[src/rtl/txq_pkg.sv]
package txq_pkg;
  // Decoded operation for one clock cycle
  typedef struct packed {
    logic push;   // entry is stored
    logic pop;    // head entry is consumed
    logic flush;  // queue is emptied
    logic ovf;    // write discarded on a full queue
  } txq_op_t;
endpackage

[src/rtl/txq_mem.sv]
module txq_mem #(
  parameter int DATA_W = 9,
  parameter int DEPTH  = 8,
  parameter int PTR_W  = (DEPTH > 1) ? $clog2(DEPTH) : 1
) (
  input  logic              clk,
  input  logic              we,
  input  logic [PTR_W-1:0]  waddr,
  input  logic [DATA_W-1:0] wdata,
  input  logic [PTR_W-1:0]  raddr,
  output logic [DATA_W-1:0] rdata
);
  // Plain array without reset so it maps onto distributed RAM
  logic [DATA_W-1:0] store [DEPTH];

  always_ff @(posedge clk) begin
    if (we) store[waddr] <= wdata;
  end

  // Show-ahead read: head is visible without a request cycle
  assign rdata = store[raddr];
endmodule

[src/rtl/txq_ctrl.sv]
module txq_ctrl
  import txq_pkg::*;
#(
  parameter int DEPTH = 8,
  parameter int PTR_W = (DEPTH > 1) ? $clog2(DEPTH) : 1,
  parameter int CNT_W = $clog2(DEPTH + 1)
) (
  input  logic             clk,
  input  logic             rst,
  input  logic             en,
  input  logic             wr_valid,
  input  logic             pop_req,
  input  logic             flush,
  output txq_op_t          op,
  output logic [PTR_W-1:0] wr_ptr,
  output logic [PTR_W-1:0] rd_ptr,
  output logic [CNT_W-1:0] cnt_q,
  output logic [CNT_W-1:0] cnt_next
);
  localparam logic [CNT_W-1:0] CAP_Q   = CNT_W'(DEPTH);
  localparam logic [CNT_W-1:0] CAP_ONE = CNT_W'(1);
  localparam logic [PTR_W-1:0] PTR_TOP = PTR_W'(DEPTH - 1);

  logic [CNT_W-1:0] cap;
  logic             full;
  logic             empty;

  function automatic logic [PTR_W-1:0] bump(input logic [PTR_W-1:0] p);
    return (p == PTR_TOP) ? '0 : p + PTR_W'(1);
  endfunction

  assign cap   = en ? CAP_Q : CAP_ONE;
  assign full  = (cnt_q >= cap);
  assign empty = (cnt_q == '0);

  always_comb begin
    op.flush = flush;
    op.push  = wr_valid & ~full  & ~flush;
    op.ovf   = wr_valid &  full  & ~flush;
    op.pop   = pop_req  & ~empty & ~flush;
  end

  always_comb begin
    if (op.flush)                cnt_next = '0;
    else if (op.push && !op.pop) cnt_next = cnt_q + CNT_W'(1);
    else if (op.pop && !op.push) cnt_next = cnt_q - CNT_W'(1);
    else                         cnt_next = cnt_q;
  end

  always_ff @(posedge clk) begin
    if (rst || op.flush) begin
      wr_ptr <= '0;
      rd_ptr <= '0;
      cnt_q  <= '0;
    end else begin
      if (op.push) wr_ptr <= bump(wr_ptr);
      if (op.pop)  rd_ptr <= bump(rd_ptr);
      cnt_q <= cnt_next;
    end
  end

  // count never exceeds the depth
  p_count_bound_r5: assert property (@(posedge clk) disable iff (rst)
    cnt_q <= CAP_Q);

  // flush empties the queue in one cycle
  p_flush_empties_r7: assert property (@(posedge clk) disable iff (rst)
    flush |=> cnt_q == '0);

  // simultaneous push and pop hold the count
  p_push_pop_hold_r8: assert property (@(posedge clk) disable iff (rst)
    (wr_valid && pop_req && !flush && !full && !empty) |=> $stable(cnt_q));

  // pop request on an empty queue leaves it empty
  p_empty_pop_r10: assert property (@(posedge clk) disable iff (rst)
    (empty && pop_req && !wr_valid) |=> cnt_q == '0);
endmodule

[src/rtl/txq_flags.sv]
module txq_flags #(
  parameter int CNT_W = 4
) (
  input  logic             clk,
  input  logic             rst,
  input  logic             en,
  input  logic [CNT_W-1:0] level,
  input  logic [CNT_W-1:0] cnt_q,
  input  logic [CNT_W-1:0] cnt_next,
  input  logic             ovf_evt,
  input  logic             err_clr,
  output logic             irq,
  output logic             valid,
  output logic             ovf_err
);
  logic irq_next;

  // Disabled: single buffer, request means "empty"
  assign irq_next = en ? (cnt_next <= level) : (cnt_next == '0);

  always_ff @(posedge clk) begin
    if (rst) begin
      irq     <= 1'b1;
      valid   <= 1'b0;
      ovf_err <= 1'b0;
    end else begin
      irq   <= irq_next;
      valid <= (cnt_next != '0);
      if (ovf_evt)      ovf_err <= 1'b1;
      else if (err_clr) ovf_err <= 1'b0;
    end
  end

  // registered request agrees with the stored count
  p_irq_level_r6: assert property (@(posedge clk) disable iff (rst)
    1'b1 |=> irq == ($past(en) ? (cnt_q <= $past(level)) : (cnt_q == '0)));

  // overflow sets the flag, even against a clear
  p_ovf_set_r4: assert property (@(posedge clk) disable iff (rst)
    ovf_evt |=> ovf_err);

  // flag holds without a clear
  p_ovf_sticky_r4: assert property (@(posedge clk) disable iff (rst)
    (ovf_err && !err_clr) |=> ovf_err);

  // clear without a new overflow drops the flag
  p_ovf_clear_r4: assert property (@(posedge clk) disable iff (rst)
    (err_clr && !ovf_evt) |=> !ovf_err);
endmodule

[src/rtl/txq_level_fifo.sv]
module txq_level_fifo
  import txq_pkg::*;
#(
  parameter int DATA_W = 9,
  parameter int DEPTH  = 8,
  localparam int PTR_W = (DEPTH > 1) ? $clog2(DEPTH) : 1,
  localparam int CNT_W = $clog2(DEPTH + 1)
) (
  input  logic              clk,
  input  logic              rst,
  input  logic              cfg_en,
  input  logic [CNT_W-1:0]  cfg_level,
  input  logic              wr_valid,
  input  logic [DATA_W-1:0] wr_data,
  input  logic              flush,
  input  logic              err_clr,
  input  logic              tx_ready,
  output logic              tx_valid,
  output logic [DATA_W-1:0] tx_data,
  output logic [CNT_W-1:0]  fill_count,
  output logic              irq_level,
  output logic              ovf_err
);
  txq_op_t          op;
  logic [PTR_W-1:0] wr_ptr;
  logic [PTR_W-1:0] rd_ptr;
  logic [CNT_W-1:0] cnt_q;
  logic [CNT_W-1:0] cnt_next;

  txq_ctrl #(.DEPTH(DEPTH), .PTR_W(PTR_W), .CNT_W(CNT_W)) u_ctrl (
    .clk      (clk),
    .rst      (rst),
    .en       (cfg_en),
    .wr_valid (wr_valid),
    .pop_req  (tx_ready),
    .flush    (flush),
    .op       (op),
    .wr_ptr   (wr_ptr),
    .rd_ptr   (rd_ptr),
    .cnt_q    (cnt_q),
    .cnt_next (cnt_next)
  );

  txq_mem #(.DATA_W(DATA_W), .DEPTH(DEPTH), .PTR_W(PTR_W)) u_mem (
    .clk   (clk),
    .we    (op.push),
    .waddr (wr_ptr),
    .wdata (wr_data),
    .raddr (rd_ptr),
    .rdata (tx_data)
  );

  txq_flags #(.CNT_W(CNT_W)) u_flags (
    .clk      (clk),
    .rst      (rst),
    .en       (cfg_en),
    .level    (cfg_level),
    .cnt_q    (cnt_q),
    .cnt_next (cnt_next),
    .ovf_evt  (op.ovf),
    .err_clr  (err_clr),
    .irq      (irq_level),
    .valid    (tx_valid),
    .ovf_err  (ovf_err)
  );

  assign fill_count = cnt_q;

  // write on a full, enabled queue keeps count and flags an error
  p_full_write_r3: assert property (@(posedge clk) disable iff (rst)
    (cfg_en && wr_valid && !flush && !tx_ready && fill_count == CNT_W'(DEPTH))
      |=> (ovf_err && fill_count == CNT_W'(DEPTH)));

  // valid flag follows the count
  p_valid_count_r2: assert property (@(posedge clk) disable iff (rst)
    tx_valid == (fill_count != '0));

  // disabled mode never grows beyond one entry from at most one
  p_single_buf_r9: assert property (@(posedge clk) disable iff (rst)
    (!cfg_en && fill_count <= CNT_W'(1)) |=> fill_count <= CNT_W'(1));
endmodule

[config.mk]
export PLATFORM = sky130hd
export DESIGN_NAME = txq_level_fifo
export DESIGN_NICKNAME = d
export VERILOG_FILES = /design/src/rtl/txq_pkg.sv /design/src/rtl/txq_mem.sv /design/src/rtl/txq_ctrl.sv /design/src/rtl/txq_flags.sv /design/src/rtl/txq_level_fifo.sv
export SDC_FILE = /design/constraint.sdc
export NUM_CORES = 1
export LEC_CHECK = 0
export BUFFER_PORTS_ARGS = -buffer_cell sky130_fd_sc_hd__buf_2
export CORE_ASPECT_RATIO = 0.75
export CORE_MARGIN = 2
export CORE_UTILIZATION = 46
export CTS_CLUSTER_DIAMETER = 200
export DETAILED_ROUTE_END_ITERATION = 10
export SKIP_LAST_GASP = 1
export SLEW_MARGIN = 20
export SYNTH_ARGS = -nofsm -noshare
export SYNTH_HDL_FRONTEND = slang
export SYNTH_SLANG_ARGS = --single-unit
export TNS_END_PERCENT = 100
[constraint.sdc]
create_clock -name clk -period 4.14 [get_ports clk]
set_clock_uncertainty 0.15 [all_clocks]
set_input_delay 1.035 -clock clk [delete_from_list [all_inputs] [get_ports clk]]
set_output_delay 1.035 -clock clk [all_outputs]
set_load 0.01 [all_outputs]
==> results.md, run 1 <==
- 0% — share of synthesized flip-flops with an asynchronous set or reset
- 8.95% — fraction of the mapped netlist area in simple logic gates
- 10.8 mm — global-route wire length before repair
- 4 — DRT Pass-1 Iters
- 72 — EDFF count, synth
- 88 — flip-flop and latch count after synthesis
- 2031 — total via count after detailed routing
- buf_2 -> inv_1 -> ha_1 -> or4b_4 -> a21o_1 -> xnor2_1 -> nand2_1 -> a21oi_1 -> ha_1 -> nor2b_1 -> o21ai_0 -> nand2b_1 -> a21oi_1 -> nor4_1 -> a21oi_1 — worst path cell trace
- 0.218 mV — peak supply drop
- 1.53 nW — Leak Pwr
- 4.05% — synthesized-area fraction occupied by adder cells
- 55.3% — utilization after layout
- 0 — Post-CTS Hold Buffers
- 4.50 mm — DP HPWL
- 35.9% — fraction of layout instances using a drive strength above 1
- 177 — initial DRC count
- 0.00880 mm² — die footprint
- 19.1% — Switching Fraction
- 56.8% — share of power burned in registers
- 28 — Core Rows
- done — CTS tree
- 0.08 ns — register clock-pin slew on the reported worst setup and hold paths
- 0 — Fin. Hold Viols
- 17.2% — Synth-to-Final Area Change
- 16.8 µm² — mean instance size in the synthesized netlist
- register to register — classification of the worst-slack hold path
- 0.000325 W — total net switching power
- 221 — post-synthesis cell count
- 6.84 mm — Detailed Route WL
- 58.3% — area share of the leading cell type in the synthesized netlist
- multiplexers — dominant combinational cell family by area after synthesis
- input pin to register — Crit Path Category
- 3.58% — share of the synthesized area in compound gates (AO/OA/AOI/OAI)
- 88 — Num Clock Sinks
- 0 — Warnings, synthesis
- 3 — H-tree lvl count
- 0 — total congestion overflow
- sky130_fd_sc_hd__clkbuf_8 — cell at the root of the clock tree
- 0 — number of max-slew violations in the final report
- 0.921 ns — slew of the pin with the lowest slew margin
- 0 — maxcap violations
- 392 mW/mm² — Power Dens Cells
- 9 — number of buffers inserted during clock tree synthesis
- sky130_fd_sc_hd__edfxtp_1 (58%), sky130_fd_sc_hd__mux4_2 (11%), sky130_fd_sc_hd__dfxtp_1 (8.6%), sky130_fd_sc_hd__ha_1 (4.1%), sky130_fd_sc_hd__mux2_2 (2.7%) — largest cells by area after synthesis
- 0.00248 mm² — area taken by flip-flops and latches
- 14.2% — share of cell area taken by muxes after synthesis
- 0.00371 mm² — cell area after technology mapping
- 0 — count of antenna diodes in the layout
- 276 MHz — maximum clock rate
- 0.00138 W — cell-internal power
- 0.34 ns — Skew-Pair Late Insertion Delay
- sky130_fd_sc_hd__a21oi_1 — cell repeated most along the worst path
- 253 — Post-Syn Nets
- 648 — Filler Cell Count
- 5 — largest fanout of any net on the critical path
- finished clean — run status
- 0.00118 mm² — area used by multi-input combinational logic
- sky130_fd_sc_hd__or4b_4 — slowest cell on the critical path
- 0.766 — Final Wtd Congestion
- 0.473% — post-synthesis xor/xnor area fraction
- 2 — clock tree buffer depth
- 4.8% — Comb power frac
- 0 — number of antenna violations at the first check in global routing
- 0 — Finish-stage setup viols
- 67.0% — part of the Yosys area used for sequential elements
- 0 — post-CTS setup buffers
- register — element type at the critical path end
- 87.5% — post-route fraction of the period consumed by the critical path
- 0 — CTS-repair resized insts
- 35 — number of buffers added on ports
- 0 — final routed DRC violation total
- 0.53 ns — delay of the slowest critical-path stage
- 47.2% — starting utilization of the core area
- 3.76 ns — arrival time at the worst endpoint
- 0 — remaining number of nets flagged by the antenna check after routing
- false — unrepaired setup endpoints after global routing
- 108 µm — die width
- 17.1% — GRT Overall Usage
- 38.4% — Clk pwr share
- 4.28 ns — Crit path required time
- 38.5% — slew margin rel.
- sky130_fd_sc_hd__edfxtp_1 — ys flop type
- 1991 — vias in the first global route
- 5.26 — via density per instance
- sky130_fd_sc_hd__edfxtp_1 — Synth area leader
- 36 — IO Pins
- 0 ns — final total negative setup slack
- input pin — critical path launch point type
- 17.7 µm — DR WL/cell
- 3.62 ns — clock period minus worst slack
- 19 — largest net degree at the start of global routing
- 40 — Distinct cells, synth
- 308 — Final Net Count
- 0.00785 mm² — Core ar.
- 81.7 µm — die span in y
-- power by group through the flow --
stage               registers (W)  clock network (W)  logic [W]
finish                   0.000965           0.000652  0.0000821
detailed placement       0.000986                  0  0.0000825
CTS                      0.000965           0.000667  0.0000830
global route             0.000966           0.000701  0.0000920
global placement         0.000986                  0  0.0000824
floorplan                0.000986                  0  0.0000447
-- metrics by stage --
stage | area (µm²) | hold slack (ns) | power, W | setup slack [ns] | cells
floorplan | 3710 | 0.333 | 0.00103 | 0.276 | 221
global placement | 4120 | 0.303 | 0.00107 | 0.279 | 370
detailed placement | 4120 | 0.327 | 0.00107 | 0.199 | 370
CTS | 4340 | 0.341 | 0.00172 | 0.556 | 386
global route | 4340 | 0.382 | 0.00176 | 0.207 | 386
finish | 4340 | 0.337 | 0.00170 | 0.518 | 386
-- cell type report --
cell class | count | share of cell area, %
flip-flops and latches | 88 | 57.2
multi-input cells | 118 | 27.1
well taps | 105 | 3.03
inverters | 8 | 0.692
clock buffers | 13 | 3.69
repair buffers | 51 | 6.80
clock inverters | 3 | 1.50
-- logic make-up after synthesis --
| kind of cell | Yosys count |
|---|---|
| compound gates | 21 |
| xor+xnor | 2 |
| fa+ha+maj | 12 |
| buf+inv | 15 |
| flops | 88 |
| mux | 29 |
| simple gates | 54 |
-- registers in the layout, summed over array words and instances, names as in the netlist, named ones only --
signal           count
u_flags.irq          1
u_ctrl.wr_ptr        3
u_ctrl.cnt_q         4
u_ctrl.rd_ptr        3
u_mem.store         72
u_flags.ovf_err      1
u_flags.valid        1
-- worst max-delay path, delay by kind of cell --
family	cells	cell delay, ns
buf+inv	2	0.21
simple gates	5	0.88
xor+xnor	1	0.25
fa+ha+maj	2	0.52
compound gates	5	0.87
-- per-layer routing --
| layer | GRT usage [%] | part of all wire (%) |
|---|---|---|
| met1 | 25.3 | 51 |
| met2 | 24.8 | 44 |
| met3 | 3.81 | 3.1 |
| met4 | 6.54 | 1.4 |
| met5 | 0 | 0 |
-- synth_stat cells, types with 3 or more instances --
master / count
sky130_fd_sc_hd__nor2_1: 12
sky130_fd_sc_hd__mux4_2: 18
sky130_fd_sc_hd__dfxtp_1: 16
sky130_fd_sc_hd__inv_1: 8
sky130_fd_sc_hd__buf_1: 3
sky130_fd_sc_hd__a21oi_1: 11
sky130_fd_sc_hd__ha_1: 12
sky130_fd_sc_hd__nor3_1: 5
sky130_fd_sc_hd__edfxtp_1: 72
sky130_fd_sc_hd__nand2_1: 7
sky130_fd_sc_hd__mux2_2: 9
sky130_fd_sc_hd__nor3b_1: 3
sky130_fd_sc_hd__nor4_1: 3
sky130_fd_sc_hd__nand2b_1: 5
sky130_fd_sc_hd__nor2b_1: 4
-- path summary, 6_finish.rpt --
check	from	to	slack (ns)	cells past startpoint
hold / removal	u_flags.ovf_err	u_flags.ovf_err	0.34	2
hold reg to reg	u_flags.ovf_err	u_flags.ovf_err	0.34	2
setup / recovery	cfg_en	u_flags.irq	0.52	15
setup reg to reg	u_ctrl.cnt_q[0]	u_flags.irq	0.75	14
-- placed cells by master (no fill, tap or decap), types with 7 or more instances in the layout --
| master | instances |
|---|---|
| sky130_fd_sc_hd__ha_1 | 12 |
| sky130_fd_sc_hd__inv_1 | 8 |
| sky130_fd_sc_hd__clkbuf_8 | 9 |
| sky130_fd_sc_hd__buf_4 | 16 |
| sky130_fd_sc_hd__a21oi_1 | 11 |
| sky130_fd_sc_hd__mux4_2 | 18 |
| sky130_fd_sc_hd__mux2_2 | 9 |
| sky130_fd_sc_hd__buf_2 | 35 |
| sky130_fd_sc_hd__edfxtp_1 | 72 |
| sky130_fd_sc_hd__nor2_1 | 12 |
| sky130_fd_sc_hd__nand2_1 | 7 |
| sky130_fd_sc_hd__dfxtp_1 | 16 |
(Power assumes the default switching activity.)
==> run 2: changes to the inputs <==
--- a/config.mk
+++ b/config.mk
@@ -15,5 +15,6 @@
 export SLEW_MARGIN = 20
 export SYNTH_ARGS = -nofsm -noshare
 export SYNTH_HDL_FRONTEND = slang
+export SYNTH_HIERARCHICAL = 1
 export SYNTH_SLANG_ARGS = --single-unit
 export TNS_END_PERCENT = 100
==> run 2 against run 1 <==
  * Via count shrank 0.15%
  * Register-to-register slack worse by 0.08 ns
  * Sequential cell count down 3
  * Combinational power is 12% higher
  * Largest cell class unchanged
==> results.md, run 2 <==
- finished clean — run status, unchanged
- 47.7% — starting utilization of the core area, was 47.2%
- 2 — clock tree buffer depth, unchanged
- false — unrepaired setup endpoints after global routing, unchanged
- 0.895 ns — slew of the pin with the lowest slew margin, was 0.921 ns
- 91.1% — post-route fraction of the period consumed by the critical path, was 87.5%
- cfg_en — crit path from, unchanged
- 385 — count of non-filler cells in the finished layout, was 386
- 3.90 ns — arrival time at the worst endpoint, was 3.76 ns
- 6.83 mm — Detailed Route WL, was 6.84 mm
- buf_2 -> inv_1 -> ha_1 -> or4b_4 -> a211oi_4 -> mux2_2 -> a31oi_1 -> ha_1 -> a21oi_1 -> o21ai_0 -> a31oi_1 — worst path cell trace, was buf_2 -> inv_1 -> ha_1 -> or4b_4 -> a21o_1 -> xnor2_1 -> nand2_1 -> a21oi_1 -> ha_1 -> nor2b_1 -> o21ai_0 -> nand2b_1 -> a21oi_1 -> nor4_1 -> a21oi_1
- done — CTS tree, unchanged
- input pin — critical path launch point type, unchanged
- 16.5% — GRT Overall Usage, was 17.1%
- 665 — Filler Cell Count, was 648
- 28.2% — fraction of layout instances using a drive strength above 1, was 35.9%
- u_flags/ovf_err — capture endpoint of the worst hold path, was u_flags.ovf_err
- 362 mW/mm² — Power Dens Cells, was 392 mW/mm²
- 0.0180 ns — Setup Slack @ Placement, was 0.199 ns
- 0 — Fin. Hold Viols, unchanged
- 0.178 mV — peak supply drop, was 0.218 mV
- 0 — maxcap violations, unchanged
- u_mem/store x72, u_ctrl/cnt_q x4 — largest registers ranked by flip-flop count, was u_mem.store x72, u_ctrl.cnt_q x4
- sky130_fd_sc_hd__edfxtp_1 — leading cell type in the layout, fill and taps excluded, unchanged
- 0 — CTS-repair resized insts, unchanged
- 3 — H-tree lvl count, unchanged
- 100 — initial DRC count, was 177
- 0.00377 mm² — cell area after technology mapping, was 0.00371 mm²
- 0.00895 mm² — die footprint, was 0.00880 mm²
- 10 — cell count of the worst reg-to-reg path, was 14
- 6 — largest fanout of any net on the critical path, was 5
- 11 — Crit path depth, was 15
- 0 — number of max-slew violations in the final report, unchanged
- 0 — total congestion overflow, unchanged
- register to register — classification of the worst-slack hold path, unchanged
- 21 — largest net degree at the start of global routing, was 19
- 16.9 µm² — mean instance size in the synthesized netlist, was 16.8 µm²
- 9 — number of buffers inserted during clock tree synthesis, unchanged
- 85 — Num Clock Sinks, was 88
- 28 — Core Rows, unchanged
- 224 — post-synthesis cell count, was 221
- 369 — placed instance count, was 370
- 0 — number of antenna violations at the first check in global routing, unchanged
- 0 — count of antenna diodes in the layout, unchanged
- 82.5 µm — die span in y, was 81.7 µm
- 35 — number of buffers added on ports, unchanged
- 2 — Buffers & Inverters on Critical Path, unchanged
- 10.3 mm — global-route wire length before repair, was 10.8 mm
- 307 — Final Net Count, was 308
- 0.370 ns — final worst-path setup slack, was 0.518 ns
- 3.77 ns — clock period minus worst slack, was 3.62 ns
- u_ctrl/cnt_q[0] — R2R Path Start, was u_ctrl.cnt_q[0]
- 0 — Post-CTS Hold Buffers, unchanged
- 0.760 — Final Wtd Congestion, was 0.766
- 0 — remaining number of nets flagged by the antenna check after routing, unchanged
- register — element type at the critical path end, unchanged
- 1915 — vias in the first global route, was 1991
- 0.67 ns — internal reg-to-reg setup slack, was 0.75 ns
- 0 — Finish-stage setup viols, unchanged
- 109 µm — die width, was 108 µm
- 4 — DRT Pass-1 Iters, unchanged
- 0.350 ns — smallest hold slack, was 0.337 ns
- 0 — final routed DRC violation total, unchanged
- 17.7 µm — DR WL/cell, about the same
- 0.35 ns — Skew-Pair Late Insertion Delay, was 0.34 ns
- sky130_fd_sc_hd__clkbuf_8 — cell at the root of the clock tree, unchanged
- 0.51 ns — delay of the slowest critical-path stage, was 0.53 ns
- u_mem/store — register with the highest flop count, was u_mem.store
- 6 — Warnings, synthesis, was 0
- 265 MHz — maximum clock rate, was 276 MHz
- 1.54 nW — Leak Pwr, was 1.53 nW
- sky130_fd_sc_hd__edfxtp_1 (72), sky130_fd_sc_hd__buf_2 (35), sky130_fd_sc_hd__mux4_1 (18), sky130_fd_sc_hd__nor2_1 (16) — commonest non-fill, non-tap cells in the layout, was sky130_fd_sc_hd__edfxtp_1 (72), sky130_fd_sc_hd__buf_2 (35), sky130_fd_sc_hd__mux4_2 (18), sky130_fd_sc_hd__dfxtp_1 (16), sky130_fd_sc_hd__buf_4 (16)
- 54.1% — utilization after layout, was 55.3%
- 72 — Largest register FFs, unchanged
- 4.44 mm — DP HPWL, was 4.50 mm
- 40.2% — slew margin rel., was 38.5%
- 4.27 ns — Crit path required time, was 4.28 ns
- 256 — Post-Syn Nets, was 253
- u_flags/ovf_err — startpoint of the most critical hold path, was u_flags.ovf_err
- input pin to register — Crit Path Category, unchanged
- 36 — IO Pins, unchanged
- 2028 — total via count after detailed routing, was 2031
- 0 — post-CTS setup buffers, unchanged
- compound AO/OA/AOI/OAI gates — kind of cell adding the most delay to the critical path, was simple AND/OR/NAND/NOR gates
- 0 ns — final total negative setup slack, unchanged
- 5.27 — via density per instance, was 5.26
- u_flags/irq — Reg2Reg Capture Point, was u_flags.irq
- 13.5% — Synth-to-Final Area Change, was 17.2%
- sky130_fd_sc_hd__or4b_4 — slowest cell on the critical path, unchanged
- 0.00792 mm² — Core ar., was 0.00785 mm²
- 0.09 ns — register clock-pin slew on the reported worst setup and hold paths, was 0.08 ns
- 2 — Worst Hold Depth, unchanged
==> run 2: how the worst max path moves through the flow <==
stage                        to  slack, ns
global route        u_flags/irq       0.23
finish              u_flags/irq       0.37
detailed placement  u_flags/irq       0.02
global placement    u_flags/irq       0.08
floorplan           u_flags/irq       0.27
CTS                 u_flags/irq       0.38
==> run 2: where the power goes <==
part	internal (W)	total, W	switching (W)
combinational	0.0000417	0.0000917	0.0000500
sequential	0.000934	0.000938	0.00000446
clock	0.000220	0.000520	0.000301
==> run 2: area by class of cell <==
cell class | count | area (µm²) | share of cell area [%]
Clock buffer | 9 | 124 | 2.89
Clock inverter | 7 | 50.0 | 1.17
Inverter | 12 | 45.0 | 1.05
Multi-Input combinational cell | 119 | 1240 | 28.9
Sequential cell | 85 | 2420 | 56.6
Tap cell | 105 | 131 | 3.07
Timing Repair Buffer | 48 | 273 | 6.37
==> run 2: worst register-to-register path: stages, from the launching register on <==
cell                       delay, ns
sky130_fd_sc_hd__dfxtp_1        0.47
sky130_fd_sc_hd__inv_1          0.11
sky130_fd_sc_hd__ha_1           0.28
sky130_fd_sc_hd__or4b_4         0.51
sky130_fd_sc_hd__a211oi_4       0.45
sky130_fd_sc_hd__mux2_2         0.40
sky130_fd_sc_hd__a31oi_1        0.34
sky130_fd_sc_hd__ha_1           0.31
sky130_fd_sc_hd__a21oi_1        0.12
sky130_fd_sc_hd__o21ai_0        0.09
sky130_fd_sc_hd__a31oi_1        0.17
==> run 2: stage by stage <==
step                      power [W]  area (µm²)
after floorplan             0.00101        3770
final                       0.00155        4280
after detailed placement    0.00105        4110
after global routing        0.00162        4280
after CTS                   0.00157        4280
after global placement      0.00105        4110
==> run 2: metal layers <==
metal / wire, µm / global-route usage (%)
met1: 3430 / 23.7
met2: 3040 / 24.3
met3: 305 / 5.42
met4: 59 / 4.36
met5: 0 / 0
